===== src/rtl/dps_pkg.sv =====
package dps_pkg;
  localparam int DLL_EN_BIT  = 16;
  localparam int CDR_EN_BIT  = 17;
  localparam int CK_EN_BIT   = 18;
  localparam int EXT_SEL_BIT = 19;
  localparam int PH_LSB      = 20;
  localparam int PH_W        = 4;
  localparam int WORD_W      = 32;

  typedef enum logic [2:0] {
    ST_IDLE,
    ST_WAIT_OFF,
    ST_WR_PHASE,
    ST_CK_ON,
    ST_WAIT_ON
  } seq_state_t;

  function automatic logic [PH_W-1:0] to_gray(input logic [PH_W-1:0] b);
    return b ^ (b >> 1);
  endfunction
endpackage


===== src/rtl/dps_poll_timer.sv =====
module dps_poll_timer #(
  parameter int TICK_CYCLES = 50,
  parameter int MAX_POLLS   = 50
) (
  input  logic clk,
  input  logic rst,
  input  logic clear,
  output logic expired
);
  localparam int PRE_W  = (TICK_CYCLES > 1) ? $clog2(TICK_CYCLES) : 1;
  localparam int POLL_W = $clog2(MAX_POLLS + 1);
  localparam logic [PRE_W-1:0]  PRE_LAST  = PRE_W'(TICK_CYCLES - 1);
  localparam logic [POLL_W-1:0] POLL_LAST = POLL_W'(MAX_POLLS);

  logic [PRE_W-1:0]  pre_q;
  logic [POLL_W-1:0] polls_q;

  always_ff @(posedge clk) begin
    if (rst || clear) begin
      pre_q   <= '0;
      polls_q <= '0;
    end else if (pre_q == PRE_LAST) begin
      pre_q <= '0;
      if (polls_q != POLL_LAST) polls_q <= polls_q + 1'b1;
    end else begin
      pre_q <= pre_q + 1'b1;
    end
  end

  assign expired = (polls_q == POLL_LAST);

  p_polls_bounded_r3: assert property (@(posedge clk) disable iff (rst)
    polls_q <= POLL_LAST);
  p_clear_restarts_r3: assert property (@(posedge clk) disable iff (rst)
    clear |=> polls_q == '0);
endmodule


===== src/rtl/dps_ctrl.sv =====
module dps_ctrl
  import dps_pkg::*;
(
  input  logic            clk,
  input  logic            rst,
  input  logic            start,
  input  logic [PH_W-1:0] phase_in,
  input  logic            ck_status,
  input  logic            expired,
  output logic            tmr_clr,
  output logic            busy,
  output logic            done,
  output logic            err,
  output logic            cdr_en,
  output logic            ext_sel,
  output logic            dll_en,
  output logic            ck_en,
  output logic [PH_W-1:0] phase_sel
);
  seq_state_t      state_q;
  logic [PH_W-1:0] phase_q;

  always_ff @(posedge clk) begin
    if (rst) begin
      state_q   <= ST_IDLE;
      phase_q   <= '0;
      done      <= 1'b0;
      err       <= 1'b0;
      cdr_en    <= 1'b0;
      ext_sel   <= 1'b0;
      dll_en    <= 1'b0;
      ck_en     <= 1'b0;
      phase_sel <= '0;
    end else begin
      done <= 1'b0;
      err  <= 1'b0;
      case (state_q)
        ST_IDLE: if (start) begin
          phase_q <= phase_in;
          cdr_en  <= 1'b0;
          ck_en   <= 1'b0;
          ext_sel <= 1'b1;
          dll_en  <= 1'b1;
          state_q <= ST_WAIT_OFF;
        end
        ST_WAIT_OFF: begin
          if (!ck_status) begin
            state_q <= ST_WR_PHASE;
          end else if (expired) begin
            done    <= 1'b1;
            err     <= 1'b1;
            state_q <= ST_IDLE;
          end
        end
        ST_WR_PHASE: begin
          phase_sel <= to_gray(phase_q);
          state_q   <= ST_CK_ON;
        end
        ST_CK_ON: begin
          ck_en   <= 1'b1;
          state_q <= ST_WAIT_ON;
        end
        ST_WAIT_ON: begin
          if (ck_status) begin
            cdr_en  <= 1'b1;
            ext_sel <= 1'b0;
            done    <= 1'b1;
            state_q <= ST_IDLE;
          end else if (expired) begin
            done    <= 1'b1;
            err     <= 1'b1;
            state_q <= ST_IDLE;
          end
        end
        default: state_q <= ST_IDLE;
      endcase
    end
  end

  assign busy    = (state_q != ST_IDLE);
  assign tmr_clr = (state_q != ST_WAIT_OFF) && (state_q != ST_WAIT_ON);

  p_phase_gated_r5: assert property (@(posedge clk) disable iff (rst)
    !$stable(phase_sel) |-> !ck_en && !$past(ck_en));
  p_ck_on_after_phase_r6: assert property (@(posedge clk) disable iff (rst)
    $rose(ck_en) |-> $past(state_q) == ST_CK_ON);
endmodule


===== src/rtl/dll_phase_seq.sv =====
module dll_phase_seq #(
  parameter int TICK_CYCLES = 50,
  parameter int MAX_POLLS   = 50
) (
  input  logic        clk,
  input  logic        rst,
  input  logic        start,
  input  logic [3:0]  phase_in,
  input  logic        ck_status,
  output logic [31:0] cfg_word,
  output logic        busy,
  output logic        done,
  output logic        err
);
  import dps_pkg::*;

  logic            tmr_clr, expired;
  logic            cdr_en, ext_sel, dll_en, ck_en;
  logic [PH_W-1:0] phase_sel;

  dps_poll_timer #(
    .TICK_CYCLES(TICK_CYCLES),
    .MAX_POLLS  (MAX_POLLS)
  ) u_timer (
    .clk    (clk),
    .rst    (rst),
    .clear  (tmr_clr),
    .expired(expired)
  );

  dps_ctrl u_ctrl (
    .clk      (clk),
    .rst      (rst),
    .start    (start),
    .phase_in (phase_in),
    .ck_status(ck_status),
    .expired  (expired),
    .tmr_clr  (tmr_clr),
    .busy     (busy),
    .done     (done),
    .err      (err),
    .cdr_en   (cdr_en),
    .ext_sel  (ext_sel),
    .dll_en   (dll_en),
    .ck_en    (ck_en),
    .phase_sel(phase_sel)
  );

  always_comb begin
    cfg_word                           = '0;
    cfg_word[DLL_EN_BIT]               = dll_en;
    cfg_word[CDR_EN_BIT]               = cdr_en;
    cfg_word[CK_EN_BIT]                = ck_en;
    cfg_word[EXT_SEL_BIT]              = ext_sel;
    cfg_word[PH_LSB +: PH_W]           = phase_sel;
  end

  p_err_with_done_r9: assert property (@(posedge clk) disable iff (rst)
    err |-> done);
  p_done_single_r9: assert property (@(posedge clk) disable iff (rst)
    done |=> !done);
  p_done_idle_r9: assert property (@(posedge clk) disable iff (rst)
    done |-> !busy);
  p_cdr_exclusive_r10: assert property (@(posedge clk) disable iff (rst)
    !(cfg_word[CDR_EN_BIT] && cfg_word[EXT_SEL_BIT]));
  p_ignore_busy_start_r8: assert property (@(posedge clk) disable iff (rst)
    (busy && start && !done) |=> busy || done);
  p_timeout_holds_r3: assert property (@(posedge clk) disable iff (rst)
    err |-> $stable(cfg_word));
endmodule


===== config.mk =====
export PLATFORM = sky130hd
export DESIGN_NAME = dll_phase_seq
export DESIGN_NICKNAME = d
export VERILOG_FILES = /design/src/rtl/dps_pkg.sv /design/src/rtl/dps_poll_timer.sv /design/src/rtl/dps_ctrl.sv /design/src/rtl/dll_phase_seq.sv
export SDC_FILE = /design/constraint.sdc
export NUM_CORES = 1
export LEC_CHECK = 0
export BUFFER_PORTS_ARGS = -buffer_cell sky130_fd_sc_hd__buf_2
export CORE_AREA = 3 3 60 62
export CTS_CLUSTER_DIAMETER = 200
export DETAILED_ROUTE_END_ITERATION = 7
export DIE_AREA = 0 0 63 65
export GPL_TIMING_DRIVEN = 0
export HOLD_SLACK_MARGIN = 0.02
export PLACE_DENSITY_LB_ADDON = 0.1
export SKIP_CTS_REPAIR_TIMING = 1
export SLEW_MARGIN = 10
export SYNTH_ARGS = -nofsm -noshare
export SYNTH_HDL_FRONTEND = slang
export SYNTH_SLANG_ARGS = --single-unit

===== constraint.sdc =====
create_clock -name clk -period 1.9 [get_ports clk]
set_clock_uncertainty 0.05 [all_clocks]
set_input_delay 0.095 -clock clk [delete_from_list [all_inputs] [get_ports clk]]
set_output_delay 0.095 -clock clk [all_outputs]
set_load 0.01 [all_outputs]

==> impl_metrics.tcl, run 1 <==
set metrics [dict create \
    synth_top_cell_by_area "dfxtp_1" \
    crit_path_start_kind "register" \
    critical_path.max_fanout 10 \
    grt_max_degree 11 \
    clk_latency_ns 0.32 \
    synth-seq-cells 29 \
    ir_worst_vdd_uv 410 \
    synth_area_per_cell_um2 8.92 \
    critical_path_required_ns 2.05 \
    grt-ovfl-total 0 \
    synthArstFlopShare 0 \
    rr_endpoint "u_ctrl.state_q[0]" \
    clock-sinks 29 \
    status "complete, no violations" \
    grt_usage 0.143 \
    drt_pass1_iterations 4 \
    initial_core_util 0.501 \
    fp.dieW_um 63 \
    r2r_start "u_timer.polls_q[0]" \
    ant_nets 0 \
    avgRoutedWirePerCell_um 10.6 \
    yosysTopAreaCellShare 0.376 \
    crit_path_end_kind "register" \
    vias 1212 \
    drive_gt1_frac 0.272 \
    synth-edff-count 0 \
    path_clk_slew_ns 0.08 \
    hold_depth 4 \
    cellPowerDensity_nw_per_um2 666 \
    dp.cells 257 \
    synth_commonest_cells "29 x dfxtp_1, 29 x nor2_1, 28 x buf_4" \
    rsz0062_at_grt "false" \
    antenna_found_initial 0 \
    setup_viol 0 \
    fin_crit_sh 0.784 \
    min_path_type "input port to register" \
    wl_mm 2.85 \
    maxCapViolations 0 \
    slew_violations 0 \
    arrival_ns 1.64 \
    leakage_nw 0.856 \
    portBuffers 17 \
    first_global_vias 1078 \
    reg2reg_depth 5 \
    grt_pass1_wl_mm 4.62 \
    drtIter0Drc 46 \
    die-area_um2 4100 \
    r2r_slack_ns 0.41 \
    final.min_clock_period_ns 1.49 \
    syn2layout_area_growth_pct 20.8 \
    ctsHtreeMaxLevel 2 \
    synthesis.area_um2 1540 \
    ys_seq_area_frac 0.376 \
    ios 43 \
    synth_flop_cell "dfxtp_1" \
    synth_area_leaders "dfxtp_1 38%, buf_4 14%, nor2_1 7.1%, xnor2_1 4.5%, mux2i_1 3.9%" \
    num_rows 20 \
    hold_start "start" \
    syn_inst 173 \
    cts_tree "done" \
    whs_endpoint "u_ctrl.cdr_en" \
    yosysUniqueCellTypes 41 \
    utilization 0.606 \
    nets 236 \
    num-fill-cells 286 \
    crit_type "register to register" \
    tns_ns 0 \
    clockRootBuffer "clkbuf_4" \
    cts_buffer_depth 2 \
    cts_buffers 5 \
    drc 0 \
    die_h_um 65 \
    dp_hpwl_mm 2.14 \
    routed_via_density 4.52 \
    ys_warn_count 0 \
    finalNonFillerCells 268 \
    hold_viol 0 \
    fmax_mhz 671 \
    place_congestion 0.740 \
    n_antenna_cell 0 \
    core_area_um2 3080 \
]
-- worst max-delay path, stage by stage, from the launching register on --
cell       delay, ns
dfxtp_1         0.37
inv_1           0.07
ha_1            0.21
nand4_2         0.21
nand3b_1        0.10
a2111oi_1       0.36
-- final cells by class --
type                       count  area [um^2]  area share
buffer                        34          250       0.134
clock buffer                   7         55.1      0.0295
inverter                       3         11.3     0.00604
multi-input combinational    130          787       0.422
sequential                    29          581       0.311
tap                           44         55.1      0.0295
timing repair buffer          21          125      0.0671
-- layer usage --
layer	vias up	global-route usage	part of all wire
met1	554	0.156	0.43
li1	628	-	-
met2	25	0.250	0.51
met4	0	0.0661	0.015
met5	-	0	0
met3	5	0.0485	0.043
-- state kept, by name, indices dropped and copies added, names as in the netlist --
signal / flops
u_ctrl.cdr_en: 1
u_ctrl.ck_en: 1
u_ctrl.dll_en: 1
u_ctrl.done: 1
u_ctrl.err: 1
u_ctrl.ext_sel: 1
u_ctrl.phase_q: 4
u_ctrl.phase_sel: 4
u_ctrl.state_q: 3
u_timer.polls_q: 6
u_timer.pre_q: 6
-- through the flow --
stage | setup slack (ns) | area (um^2) | power (mW) | hold slack [ns]
after floorplan | 0.551 | 1630 | 0.837 | 0.192
after global placement | 0.451 | 1770 | 0.875 | 0.281
after detailed placement | 0.411 | 1770 | 0.880 | 0.292
after CTS | 0.387 | 1820 | 1.25 | -0.0537
after global routing | 0.255 | 1860 | 1.30 | 0.0873
final | 0.410 | 1860 | 1.24 | 0.0715
-- cell usage in the layout (no fill, tap or decap), types with 3 or more instances in the layout --
master / Yosys / layout
nor2_1: 29 / 29
dfxtp_1: 29 / 29
buf_4: 28 / 28
conb_1: 1 / 24
buf_2: 2 / 19
nand2_1: 9 / 9
xnor2_1: 8 / 8
a21oi_1: 8 / 8
mux2i_1: 6 / 6
nor3_1: 5 / 5
clkbuf_4: 0 / 5
a211oi_1: 4 / 4
ha_1: 4 / 4
dlygate4sd3_1: 0 / 4
inv_1: 3 / 3
nor2b_1: 3 / 3
clkbuf_1: 2 / 3
nand3b_1: 3 / 3
-- power breakdown --
group,internal [mW],leakage (nW),switching (mW)
Clock,0.174,0.0314,0.191
Combinational,0.113,0.589,0.114
Sequential,0.631,0.236,0.0171
Total,0.918,0.856,0.323
-- how the worst max path moves through the flow --
stage	startpoint	slack (ns)	endpoint
floorplan	u_timer.polls_q[0]	0.55	u_ctrl.state_q[0]
global placement	u_timer.polls_q[0]	0.45	u_ctrl.state_q[0]
detailed placement	u_timer.polls_q[0]	0.41	u_ctrl.state_q[0]
CTS	u_timer.polls_q[0]	0.39	u_ctrl.state_q[0]
global route	u_timer.polls_q[0]	0.25	u_ctrl.state_q[0]
finish	u_timer.polls_q[0]	0.41	u_ctrl.state_q[0]
-- cell families after synthesis --
| family | share of synthesized area |
|---|---|
| multiplexers | 0.0389 |
| AND/OR/NAND/NOR | 0.235 |
| AO/OA/AOI/OAI | 0.0941 |
| buffers and inverters | 0.170 |
| other | 0.00243 |
| adder cells (fa/ha/maj) | 0.0324 |
| XOR/XNOR | 0.0511 |
| flip-flops | 0.376 |
(Power assumes the default switching activity.)
==> run 2, diff against run 1 <==
--- a/config.mk
+++ b/config.mk
@@ -6,10 +6,10 @@
 export NUM_CORES = 1
 export LEC_CHECK = 0
 export BUFFER_PORTS_ARGS = -buffer_cell sky130_fd_sc_hd__buf_2
-export CORE_AREA = 3 3 60 62
+export CORE_AREA = 3 3 62 64
 export CTS_CLUSTER_DIAMETER = 200
 export DETAILED_ROUTE_END_ITERATION = 7
-export DIE_AREA = 0 0 63 65
+export DIE_AREA = 0 0 65 67
 export GPL_TIMING_DRIVEN = 0
 export HOLD_SLACK_MARGIN = 0.02
 export PLACE_DENSITY_LB_ADDON = 0.1
==> constraint.sdc (replaced) <==
create_clock -name clk -period 1.3 [get_ports clk]
set_clock_uncertainty 0.05 [all_clocks]
set_input_delay 0.065 -clock clk [delete_from_list [all_inputs] [get_ports clk]]
set_output_delay 0.065 -clock clk [all_outputs]
set_load 0.01 [all_outputs]
==> impl_metrics.tcl, run 2 (synthesis results as in run 1) <==
set metrics [dict create \
    mostFrequentLayoutCell "buf_4" \
    core_area_um2 3340 \
    r2r_slack_ns -0.07 \
    slew_violations 0 \
    fp.dieW_um 65 \
    failed_checks "negative setup slack" \
    largest_registers "u_timer.polls_q (6), u_timer.pre_q (6)" \
    hold_start "ck_status" \
    clk_latency_ns 0.32 \
    drtIter0Drc 52 \
    whs_endpoint "u_ctrl.err" \
    cts_tree "done" \
    worst_slack_ns -0.0999 \
    r2r_start "u_ctrl.state_q[0]" \
    place_congestion 0.746 \
    drt_pass1_iterations 4 \
    portBuffers 17 \
    num_rows 21 \
    grt_max_degree 11 \
    n_antenna_cell 0 \
    cellPowerDensity_nw_per_um2 848 \
    grt-ovfl-total 0 \
    leakage_nw 1.02 \
    ios 43 \
    critical_path_required_ns 1.19 \
    arrival_ns 1.28 \
    critPathLaunch "u_ctrl.state_q[2]" \
    finalNonFillerCells 290 \
    die-area_um2 4360 \
    first_global_vias 1106 \
    grt_usage 0.142 \
    status "complete, but fails checks" \
    cts_buffers 5 \
    ctsHtreeMaxLevel 2 \
    total_power_mw 1.88 \
    setup_viol 17 \
    wl_mm 3.38 \
    vias 1258 \
    avgRoutedWirePerCell_um 11.7 \
    hold_viol 0 \
    drive_gt1_frac 0.451 \
    ant_nets 0 \
    rsz0062_at_grt "true" \
    crit_path_start_kind "register" \
    syn2layout_area_growth_pct 43.3 \
    path_clk_slew_ns 0.09 \
    grt_pass1_wl_mm 4.66 \
    nets 256 \
    crit_type "register to output port" \
    reg2reg_depth 4 \
    maxCapViolations 0 \
    rr_endpoint "u_ctrl.err" \
    die_h_um 67 \
    clockRootBuffer "clkbuf_4" \
    final.min_clock_period_ns 1.40 \
    utilization 0.663 \
    dp.cells 259 \
    routed_via_density 4.34 \
    clock-sinks 29 \
    min_path_type "input port to register" \
    antenna_found_initial 0 \
    crit_path_end_kind "output port" \
    cts_buffer_depth 2 \
    dp_hpwl_mm 2.18 \
    critical_path.max_fanout 7 \
    initial_core_util 0.462 \
    tns_ns -0.609 \
    fin_crit_sh 1.08 \
    layout_common_cells "43 x buf_4, 25 x nor2_1, 24 x conb_1" \
    ir_worst_vdd_uv 605 \
    hold_depth 3 \
    drc 0 \
    fmax_mhz 714 \
]
## run 2: changes by cell type in the layout (fill, tap and decap cells not counted), moves of 3 or more
cell | previous run | this run
dfxtp_2 | 0 | 6
buf_4 | 28 | 43
nor2_1 | 29 | 25
a21oi_1 | 8 | 5
buf_6 | 2 | 5
dfxtp_1 | 29 | 21
a21oi_2 | 0 | 3
ha_1 | 4 | 1
nor2_4 | 0 | 3
## run 2: layout make-up
type / count / area [um^2]
fillers: 274 / 1130
well taps: 46 / 57.6
plain buffers: 34 / 253
clock buffers: 7 / 55.1
flip-flops and latches: 29 / 596
inverters: 3 / 13.8
multi-input cells: 130 / 935
repair buffers: 41 / 302
## run 2: worst max-delay path by stage
stage                         endpoint  cells past startpoint
global placement      u_timer.pre_q[5]                      5
global route                      busy                      3
floorplan           u_timer.polls_q[5]                      5
detailed placement  u_timer.polls_q[1]                      5
finish                            busy                      3
CTS                 u_timer.polls_q[1]                      5
## run 2: worst max-delay path: stages, from the launching register on
cell and delay [ns]:
dfxtp_2 0.34, buf_6 0.13, or3_1 0.36, buf_2 0.15
## run 2: metrics by stage
| step | cell area [um^2] | setup slack, ns | hold slack (ns) |
|---|---|---|---|
| finish | 2210 | -0.0999 | 0.0443 |
| global route | 2210 | -0.182 | 0.0354 |
| CTS | 1850 | -0.185 | -0.0772 |
| detailed placement | 1790 | -0.174 | 0.258 |
| global placement | 1790 | -0.147 | 0.252 |
| floorplan | 1650 | 0.0000566 | 0.162 |
## run 2: report_power, final
part,switching (mW),internal [mW],total [mW]
Clock,0.281,0.255,0.536
Combinational,0.187,0.205,0.392
Sequential,0.0273,0.921,0.948
Total,0.495,1.38,1.88
## run 2: routing by layer
layer | GRT usage | share of wire | vias to the layer above
li1 | - | - | 667
met1 | 0.165 | 0.40 | 565
met2 | 0.229 | 0.56 | 22
met3 | 0.0455 | 0.034 | 4
met4 | 0.0792 | 0.010 | 0
met5 | 0 | 0 | -
